<file path="config.mk">
export PLATFORM = sky130hd
export DESIGN_NAME = swap_seq
export DESIGN_NICKNAME = d
export VERILOG_FILES = /design/src/rtl/swap_pkg.sv /design/src/rtl/swap_ctrl.sv /design/src/rtl/swap_lane.sv /design/src/rtl/swap_seq.sv
export SDC_FILE = /design/constraint.sdc
export NUM_CORES = 1
export LEC_CHECK = 0
export BUFFER_PORTS_ARGS = -buffer_cell sky130_fd_sc_hd__buf_2
export CORE_ASPECT_RATIO = 1.25
export CORE_MARGIN = 5
export CORE_UTILIZATION = 35
export CTS_CLUSTER_DIAMETER = 200
export DETAILED_ROUTE_END_ITERATION = 16
export GPL_TIMING_DRIVEN = 1
export SYNTH_ARGS = -nofsm -noshare
export SYNTH_HDL_FRONTEND = slang
export SYNTH_SLANG_ARGS = --single-unit
</file>
<file path="constraint.sdc">
create_clock -name clk_i -period 2.1 [get_ports clk_i]
set_input_delay 0.42 -clock clk_i [delete_from_list [all_inputs] [get_ports clk_i]]
set_output_delay 0.42 -clock clk_i [all_outputs]
set_load 0.01 [all_outputs]
</file>
<file path="src/rtl/swap_pkg.sv">
package swap_pkg;
  typedef enum logic [1:0] {
    ST_IDLE      = 2'd0,
    ST_LOCK_READ = 2'd1,
    ST_WRITE     = 2'd2,
    ST_DONE      = 2'd3
  } swap_state_e;
endpackage

</file>
<file path="src/rtl/swap_ctrl.sv">
module swap_ctrl
  import swap_pkg::*;
(
  input  logic clk_i,
  input  logic rst_ni,
  input  logic req_valid_i,
  output logic ready_o,
  output logic accept_o,
  output logic capture_rd_o,
  output logic lock_o,
  output logic mem_req_o,
  output logic mem_we_o,
  output logic done_o
);
  swap_state_e state_q, state_d;

  always_comb begin
    state_d = state_q;
    unique case (state_q)
      ST_IDLE:      if (req_valid_i) state_d = ST_LOCK_READ;
      ST_LOCK_READ: state_d = ST_WRITE;
      ST_WRITE:     state_d = ST_DONE;
      ST_DONE:      state_d = ST_IDLE;
      default:      state_d = ST_IDLE;
    endcase
  end

  always_ff @(posedge clk_i or negedge rst_ni) begin
    if (!rst_ni) state_q <= ST_IDLE;
    else         state_q <= state_d;
  end

  assign ready_o      = (state_q == ST_IDLE);
  assign accept_o     = ready_o && req_valid_i;
  // lock spans read and write only; dropped on entry to DONE
  assign lock_o       = (state_q == ST_LOCK_READ) || (state_q == ST_WRITE);
  assign mem_req_o    = lock_o;
  assign mem_we_o     = (state_q == ST_WRITE);
  assign capture_rd_o = (state_q == ST_WRITE);
  assign done_o       = (state_q == ST_DONE);
endmodule

</file>
<file path="src/rtl/swap_lane.sv">
module swap_lane #(
  parameter int DATA_W = 32,
  localparam int LANES  = DATA_W / 8,
  localparam int LANE_W = $clog2(LANES)
) (
  input  logic [LANE_W-1:0] lane_i,
  input  logic              byte_i,
  input  logic [DATA_W-1:0] wdata_i,
  input  logic [DATA_W-1:0] rdata_i,
  output logic [LANES-1:0]  be_o,
  output logic [DATA_W-1:0] wdata_o,
  output logic [DATA_W-1:0] result_o
);
  logic [7:0] rd_byte;

  for (genvar g = 0; g < LANES; g++) begin : g_lane
    assign be_o[g]          = !byte_i || (lane_i == LANE_W'(g));
    assign wdata_o[8*g +: 8] = byte_i ? wdata_i[7:0] : wdata_i[8*g +: 8];
  end

  always_comb begin
    rd_byte = '0;
    for (int i = 0; i < LANES; i++) begin
      if (lane_i == LANE_W'(i)) rd_byte = rdata_i[8*i +: 8];
    end
  end

  assign result_o = byte_i ? {{(DATA_W-8){1'b0}}, rd_byte} : rdata_i;
endmodule

</file>
<file path="src/rtl/swap_seq.sv">
module swap_seq #(
  parameter int ADDR_W = 16,
  parameter int DATA_W = 32,
  localparam int LANES  = DATA_W / 8,
  localparam int LANE_W = $clog2(LANES)
) (
  input  logic              clk_i,
  input  logic              rst_ni,
  input  logic              req_valid_i,
  output logic              req_ready_o,
  input  logic [ADDR_W-1:0] req_addr_i,
  input  logic [DATA_W-1:0] req_wdata_i,
  input  logic              req_byte_i,
  output logic              done_o,
  output logic [DATA_W-1:0] result_o,
  output logic              lock_o,
  output logic              mem_req_o,
  output logic              mem_we_o,
  output logic [ADDR_W-1:0] mem_addr_o,
  output logic [LANES-1:0]  mem_be_o,
  output logic [DATA_W-1:0] mem_wdata_o,
  input  logic [DATA_W-1:0] mem_rdata_i
);
  logic              accept, capture_rd;
  logic [ADDR_W-1:0] addr_q;
  logic [DATA_W-1:0] data_q, ext_rd, result_q;
  logic              byte_q;

  swap_ctrl i_ctrl (
    .clk_i        (clk_i),
    .rst_ni       (rst_ni),
    .req_valid_i  (req_valid_i),
    .ready_o      (req_ready_o),
    .accept_o     (accept),
    .capture_rd_o (capture_rd),
    .lock_o       (lock_o),
    .mem_req_o    (mem_req_o),
    .mem_we_o     (mem_we_o),
    .done_o       (done_o)
  );

  always_ff @(posedge clk_i or negedge rst_ni) begin
    if (!rst_ni) begin
      addr_q <= '0;
      data_q <= '0;
      byte_q <= 1'b0;
    end else if (accept) begin
      addr_q <= req_addr_i;
      data_q <= req_wdata_i;
      byte_q <= req_byte_i;
    end
  end

  swap_lane #(.DATA_W(DATA_W)) i_lane (
    .lane_i   (addr_q[LANE_W-1:0]),
    .byte_i   (byte_q),
    .wdata_i  (data_q),
    .rdata_i  (mem_rdata_i),
    .be_o     (mem_be_o),
    .wdata_o  (mem_wdata_o),
    .result_o (ext_rd)
  );

  // read data of the locked read lands during the write cycle
  always_ff @(posedge clk_i or negedge rst_ni) begin
    if (!rst_ni)         result_q <= '0;
    else if (capture_rd) result_q <= ext_rd;
  end

  assign mem_addr_o = addr_q;
  assign result_o   = result_q;
endmodule

</file>
==> qor.yml, run 1 <==
synth_area_leaders: "dfrtp_1 53%, mux2_2 14%, o21ai_0 6.7%, inv_1 5.1%, nand3b_1 4.6%"
leakage_uw: 0.00264
clock_power_share: 0.189
synth_cell_type_count: 19
routed_wl_mm: 10.2
cts_tree: "built"
fmaxAchievable_mhz: 523
yosys-top-cells-count: "83 x dfrtp_1, 53 x inv_1, 52 x o21ai_0, 50 x mux2_2, 24 x nand3b_1"
max_slew_margin: 0.654
status: "finished clean"
cp_top_family: "adder cells"
wl_per_cell_um: 16.2
synth.most_common_cell: "dfrtp_1"
drt_first_pass_iters: 4
hold_buffers: 0
cts_root_buf: "clkbuf_16"
finalNonFillerCells: 633
cts-resized-gates: 0
netSwitchingPower_uw: 3060
first_iter_violations: 96
final_max_slew_viol_count: 0
overflow: 0
fp.dieW_um: 104
async_flop_share: 1.00
avgSynthCellArea_um2: 11.7
start_kind: "flop"
detail-route-antenna-nets: 0
antenna_found_initial: 0
regArea_mm2: 0.00208
finalSetupViolCount: 0
grt_first_pass_wirelength_mm: 16.6
min_path_type: "in -> async"
io_buffers: 172
antennaDiodeCount: 0
timing.rr.start: "i_ctrl.state_q[0]"
multiInputGateArea_mm2: 0.00145
crit_fanout: 14
crit_path_top_delay_cell: "ha_1"
swShare: 0.370
core_mm2: 0.0110
synth_top_area_share: 0.534
synth_area_mm2: 0.00389
synth_seq_cells: 83
die_h_um: 128
cts-buffers-inserted: 9
nets: 581
rows: 43
drv_cap: 0
clk_pin_slew_ns: 0.06
r2r_setup_slack_ns: 0.40
arrival_ns: 1.49
fillCellCount: 1075
tightest_slew_ns: 0.519
regToRegEndpoint: "result_o[0]"
final_layout_size_suffix_gt1_frac: 0.506
cp.required_ns: 1.68
dp_cells: 617
h-tree-depth: 3
cts_sinks: 83
post_cts_buffers: 0
hold_viol: 0
synth_top_area_cell: "dfrtp_1"
period_share: 0.910
synth_flop_cell: "dfrtp_1"
grt_pass1_vias: 3237
internal_power_uw: 5210
start_util: 0.354
io_pins: 173
yosys_warnings: 0
combPwrFrac: 0.455
fin_crit_ns: 1.91
clkLatencyLatePin_ns: 0.33
dieArea_mm2: 0.0133
finClkSkew_ns: 0.00642
criticalPathCategory: "reg -> out"
track_usage: 0.155
area_growth_pct: 32.6
syn_nets: 421
vdd_drop_max_mv: 0.749
globalplace.congestion: 0.801
route.detailed.drc: 0
synth_edf_count: 0
vias_per_cell: 4.84
grt_max_degree: 48
dp_hpwl_mm: 7.80
rsz0062_at_grt: "no"
r2r.worst_path.cells: 4
clock_path_buffers: 2
synth-seq-area-share: 0.534
end_kind: "primary output"
crit_chain: "inv_1, ha_1, buf_2"
vias: 3066
pwr-share-seq: 0.356
slowest_delay_ns: 0.44
powerDensity_mw_per_mm2: 1600
synthCells: 333
tns_ns: 0
path_buf_inv: 2
## layout make-up
class	count	area share
Timing Repair Buffer	179	0.185
Tap cell	135	0.0328
Multi-Input combinational cell	167	0.282
Sequential cell	83	0.404
Inverter	53	0.0386
Clock buffer	12	0.0478
Clock inverter	4	0.00971
## cells in the final DEF (no fill, tap or decap), drive strengths merged
master and count:
nand2 9, clkinvlp 2, clkbuf 12, a221o 8, nand3b 24, mux2 50
and3b 8, buf 179, mux2i 1, and2 1, dfrtp 83, mux4 8
nor2 1, nor2b 1, bufinv 1, o21ai 52, ha 4, inv 53
clkinv 1
## per-stage QoR
stage	setup slack (ns)	total power, uW	cell area [um^2]	hold WS (ns)	utilization
global route	0.0719	8930	5150	0.0938	0.470
CTS	0.0963	8410	5150	0.0702	0.469
finish	0.188	8270	5150	0.0609	0.470
floorplan	0.451	5340	3890	0.124	-
detailed placement	0.296	6790	4850	0.439	0.442
global placement	0.314	6690	4850	0.433	0.442
## power by group through the flow
stage / Combinational [uW] / Clock, uW / Sequential (uW)
floorplan: 2390 / 0 / 2940
detailed placement: 3820 / 0 / 2960
CTS: 3840 / 1630 / 2940
global placement: 3760 / 0 / 2930
global route: 4160 / 1710 / 3070
finish: 3760 / 1570 / 2940
## cells by family after synthesis
kind of cell / Yosys count / share of synthesized area
flip-flops: 83 / 0.534
buffers and inverters: 83 / 0.0924
multiplexers: 59 / 0.196
AND/OR/NAND/NOR: 44 / 0.0772
adder cells (fa/ha/maj): 4 / 0.0129
AO/OA/AOI/OAI: 60 / 0.0875
## how the worst max path moves through the flow
| stage | from | endpoint | depth (start not counted) |
|---|---|---|---|
| 2_1_floorplan | i_ctrl.state_q[0] | data_q[10] | 6 |
| 3_3_place_gp | mem_addr_o[0] | result_o[0] | 2 |
| 3_5_place_dp | mem_addr_o[0] | result_o[1] | 2 |
| 4_1_cts | byte_q | mem_wdata_o[20] | 3 |
| 5_1_grt | i_ctrl.state_q[0] | mem_we_o | 3 |
| 6_report | i_ctrl.state_q[0] | mem_we_o | 3 |
## flip-flops by register name, summed over array words and instances, names as in the netlist
signal / count
mem_addr_o: 16
data_q: 32
result_o: 32
i_ctrl.state_q: 2
byte_q: 1
## metal layers
layer	global-route usage	vias to the layer above	share of wire
met5	0	-	0
met4	0.0480	0	0.012
met3	0.0665	9	0.10
met2	0.258	129	0.49
met1	0.182	1487	0.39
li1	-	1441	-
Note: power is estimated with default switching activity, not from simulation.
==> inputs of run 2 (changes only) <==
CORE_ASPECT_RATIO = 0.9   (was 1.25)
==> run 2 against run 1 <==
  * Critical path depth unchanged
  * Cell count up 2.7%
  * Sequential share of layout area down 0.21 points
  * Power up 0.55%
  * Core utilization up 0.80 points
  * Sequential cell count unchanged
  * Combinational power about the same
  * Clock-buffer cell count down 3
  * Worst hold slack worse by 0.043 ns
  * First-iteration DRC count up 73%
  * Critical endpoint is now mem_wdata_o[23]
  * Largest power group unchanged
  * Highest routed layer unchanged
==> qor.yml, run 2 (synthesis results as in run 1) <==
status: "finished clean"
min_path_type: "in -> async"
drv_cap: 0
core_mm2: 0.0109
vias: 3031
cp.required_ns: 1.68
cp-startpoint: "byte_q"
fillCellCount: 1021
final_cell_mix: "171 x buf_2, 80 x dfrtp_1, 53 x inv_1, 52 x o21ai_0, 50 x mux2_2"
die_h_um: 110
top_usage_layer: "met2"
area_growth_pct: 33.3
antenna_found_initial: 0
final_max_slew_viol_count: 0
cts_sinks: 83
dp_hpwl_mm: 7.87
grt_pass1_vias: 3202
drt_first_pass_iters: 4
timing.rr.start: "i_ctrl.state_q[1]"
r2r.worst_path.cells: 5
cts_tree: "built"
grt_use_met1: 0.185
io_pins: 173
track_usage: 0.157
dieArea_mm2: 0.0133
overflow: 0
detail-route-antenna-nets: 0
route.detailed.drc: 0
criticalPathCategory: "reg -> out"
grt_first_pass_wirelength_mm: 16.1
arrival_ns: 1.41
clock_path_buffers: 2
crit_fanout: 39
tns_ns: 0
cts_root_buf: "clkbuf_16"
period_share: 0.870
nets: 581
clkLatencyLatePin_ns: 0.33
finClkSkew_ns: 0.00472
wl_per_cell_um: 15.8
use_met3: 0.0571
utilization: 0.478
globalplace.congestion: 0.836
fmaxAchievable_mhz: 547
io_buffers: 172
first_iter_violations: 166
routed_wl_mm: 10.2
vdd_drop_max_mv: 0.942
use_met2: 0.271
hold_viol: 0
rsz0062_at_grt: "no"
final_layout_size_suffix_gt1_frac: 0.514
powerDensity_mw_per_mm2: 1600
h-tree-depth: 3
post_cts_buffers: 0
tightest_slew_ns: 0.427
end_kind: "primary output"
vias_per_cell: 4.66
rows: 36
leakage_uw: 0.00264
cts-buffers-inserted: 9
clk_pin_slew_ns: 0.06
max_slew_margin: 0.715
start_kind: "flop"
fin_crit_ns: 1.83
grt_max_degree: 40
mostFrequentLayoutCell: "buf_2"
antennaDiodeCount: 0
finalSetupViolCount: 0
fp.dieW_um: 121
start_util: 0.358
run 2: final timing paths:
check,to,slack [ns]
min reg2reg,mem_addr_o[12],0.50
max,mem_wdata_o[23],0.27
max in group asynchronous,byte_q,1.44
max reg2reg,data_q[4],0.48
min,result_o[27],0.02
min in group clk_i,data_q[25],0.31
run 2: final cells by class:
type,instances,area (um^2),area share
Clock buffer,9,225,0.0434
Tap cell,152,190,0.0367
Clock inverter,7,76.3,0.0147
Multi-Input combinational cell,167,1460,0.281
Timing Repair Buffer,179,953,0.184
Inverter,53,199,0.0384
Sequential cell,83,2080,0.402
run 2: stage by stage:
stage                     setup slack (ns)  cell area [um^2]  hold WS, ns  power [uW]  instances
final                                0.273              5180       0.0180        8310        650
after CTS                           0.0410              5180       0.0296        8460        650
after global placement               0.313              4880        0.392        6720        634
after global routing                 0.113              5180       0.0500        8960        650
after detailed placement             0.312              4880        0.393        6810        634
after floorplan                      0.451              3890        0.124        5340        333
run 2: critical path, stage by stage (launching register included):
cell	delay (ns)
dfrtp_4	0.64
nand2_1	0.15
o21ai_0	0.11
buf_2	0.17
run 2: where the power goes:
group / total [uW] / leakage [uW] / internal (uW) / switching (uW)
combinational: 3760 / 0.00149 / 1880 / 1890
clock: 1600 / 0.000142 / 930 / 670
sequential: 2950 / 0.00101 / 2380 / 571
total: 8310 / 0.00264 / 5190 / 3130
run 2: timing repair:
action,in CTS,in global routing
hold buffers,0,0
gates resized for setup,0,3
setup endpoints to repair,0,12
run 2: layer usage:
layer,vias to the layer above,part of all wire
met5,-,0
met4,0,0.011
met3,10,0.098
met2,121,0.50
met1,1459,0.39
li1,1441,-
==> inputs of run 3 (changes only) <==
SYNTH_HIERARCHICAL = 1   (was default)
==> run 3 against run 2 <==
  * Die area is 5.0% higher
  * Register-to-register slack worse by 0.13 ns
  * Largest power group unchanged
  * Highest routed layer unchanged
  * Largest cell class unchanged
  * Area after synthesis is 5.5% higher
==> qor.yml, run 3 <==
status: "finished clean"
clock_power_share: 0.176
fmaxAchievable_mhz: 512
syn_nets: 412
grt_first_pass_wirelength_mm: 16.3
crit_end: "mem_be_o[0]"
synth_area_mm2: 0.00410
first_iter_violations: 146
crit_fanout: 10
rsz0062_at_grt: "no"
core_mm2: 0.0114
nets: 573
synth_top_area_cell: "dfrtp_1"
criticalPathCategory: "reg -> out"
finClkSkew_ns: 0.00590
synth_top_area_share: 0.506
detail-route-antenna-nets: 0
utilization: 0.467
overflow: 0
period_share: 0.929
end_kind: "primary output"
final_max_slew_viol_count: 0
dieArea_mm2: 0.0140
vias_per_cell: 4.57
cts_sinks: 83
synthCells: 324
clk_pin_slew_ns: 0.06
regToRegEndpoint: "result_o[4]"
r2r.worst_path.cells: 5
antennaDiodeCount: 0
path_buf_inv: 2
pwr-share-seq: 0.329
async_flop_share: 1.00
finalSetupViolCount: 0
synthXorXnorAreaFrac: 0
synth_compound_area_frac: 0.0723
rows: 37
cts_root_buf: "clkbuf_16"
fin_crit_ns: 1.95
synth-seq-area-share: 0.506
cts-buffers-inserted: 9
swShare: 0.373
synthMuxAreaShare: 0.266
netSwitchingPower_uw: 3310
start_util: 0.359
tightest_slew_ns: 0.450
drv_cap: 0
clkLatencyLatePin_ns: 0.33
final_cell_mix: "171 x buf_2, 82 x dfrtp_1, 70 x mux2_2, 26 x inv_1, 25 x o21ai_1"
synth_top_family_by_area: "multiplexers"
arrival_ns: 1.53
leakage_uw: 0.00269
die_h_um: 113
synth_edf_count: 0
h-tree-depth: 3
synth_flop_cell: "dfrtp_1"
tns_ns: 0
yosys-top-cells-count: "83 x dfrtp_1, 70 x mux2_2, 26 x inv_1, 25 x o21ai_1, 24 x nor2b_1"
area_growth_pct: 30.1
internal_power_uw: 5570
crit_path_top_delay_cell: "dfrtp_1"
slowest_delay_ns: 0.59
globalplace.congestion: 0.733
yosys_warnings: 6
io_pins: 173
clock_path_buffers: 2
io_buffers: 172
synth_cell_type_count: 27
routed_wl_mm: 10.2
crit_chain: "o21a_1, inv_2, buf_2"
fp.dieW_um: 124
mostFrequentLayoutCell: "buf_2"
route.detailed.drc: 0
cp_top_family: "flip-flops"
avgSynthCellArea_um2: 12.7
hold_viol: 0
synth_area_leaders: "dfrtp_1 51%, mux2_2 19%, mux2_4 6.6%, nor2b_1 3.7%, buf_4 3.1%"
vdd_drop_max_mv: 0.854
combPwrFrac: 0.495
min_path_type: "in -> async"
final_layout_size_suffix_gt1_frac: 0.620
antenna_found_initial: 0
timing.rr.start: "mem_addr_o[0]"
cts_tree: "built"
synth.most_common_cell: "dfrtp_1"
track_usage: 0.148
synth_simple_gate_area_frac: 0.0622
start_kind: "flop"
powerDensity_mw_per_mm2: 1660
grt_max_degree: 84
dp_hpwl_mm: 7.56
vias: 2950
wl_per_cell_um: 15.8
hold-worst-slack_ns: 0.128
synth_seq_cells: 83
grt_pass1_vias: 3232
cp.required_ns: 1.68
drt_first_pass_iters: 4
yosys.area_share.adder: 0.0122
max_slew_margin: 0.700
cp_num_cells: 3
cp-startpoint: "mem_addr_o[0]"
r2r_setup_slack_ns: 0.35
[run 3: changes by cell type in the layout (fill, tap and decap cells not counted), moves of 18 or more]
cell | previous run | this run
o21ai_0 | 52 | 0
mux2_4 | 0 | 18
nor2b_1 | 1 | 24
mux2_2 | 50 | 70
inv_1 | 53 | 26
nand3b_1 | 24 | 0
o21ai_1 | 0 | 25
[run 3: final cells by class]
class | instances | area [um^2]
well taps | 156 | 195
clock buffers | 11 | 243
multi-input cells | 184 | 1700
flip-flops and latches | 83 | 2080
fillers | 1075 | 6100
inverters | 28 | 105
repair buffers | 179 | 966
clock inverters | 5 | 52.6
[run 3: how the worst min path moves through the flow]
stage | start | to | cells after the start | slack, ns
finish | rst_ni | result_o[10] | 2 | 0.13
CTS | rst_ni | result_o[8] | 2 | 0.14
detailed placement | rst_ni | result_o[10] | 2 | 0.49
floorplan | rst_ni | byte_q | 0 | 0.12
global route | rst_ni | result_o[17] | 2 | 0.16
global placement | rst_ni | result_o[10] | 2 | 0.49
[run 3: metrics by stage]
step                area [um^2]  total power [uW]  cells  setup slack (ns)
detailed placement         5040              7390    630             0.331
global placement           5040              7280    630             0.410
CTS                        5330              9000    646            0.0650
global route               5340              9540    646            0.0482
finish                     5340              8880    646             0.148
floorplan                  4100              5970    324             0.533
[run 3: cells by family (layout without fill, tap and decap cells)]
kind of cell               count (synthesis)  in the layout
AOI/OAI and AO/OA                         42             42
adders and majority gates                  4              4
buffers and inverters                     57            223
DFF                                       83             83
muxes                                     91             91
and+or+nand+nor                           47             47
[run 3: routing by layer]
| layer | track usage | vias up | share of wire |
|---|---|---|---|
| met2 | 0.237 | 124 | 0.45 |
| li1 | - | 1391 | - |
| met5 | 0 | - | 0 |
| met3 | 0.0620 | 6 | 0.11 |
| met4 | 0.0372 | 0 | 0.0084 |
| met1 | 0.186 | 1429 | 0.42 |
[run 3: what timing repair did]
action                                 in CTS  in global routing
resized for setup                           0                  2
hold buffers                                0                  0
endpoints found under the hold margin       0                  0
setup buffers                               0                  0
setup endpoints to repair                   0                  3
[run 3: power by group through the flow]
| stage | registers (uW) | clock network [uW] | logic, uW |
|---|---|---|---|
| finish | 2920 | 1570 | 4390 |
| global route | 3050 | 1690 | 4810 |
| CTS | 2930 | 1620 | 4460 |
| detailed placement | 2940 | 0 | 4450 |
| global placement | 2900 | 0 | 4370 |
| floorplan | 2990 | 0 | 2980 |
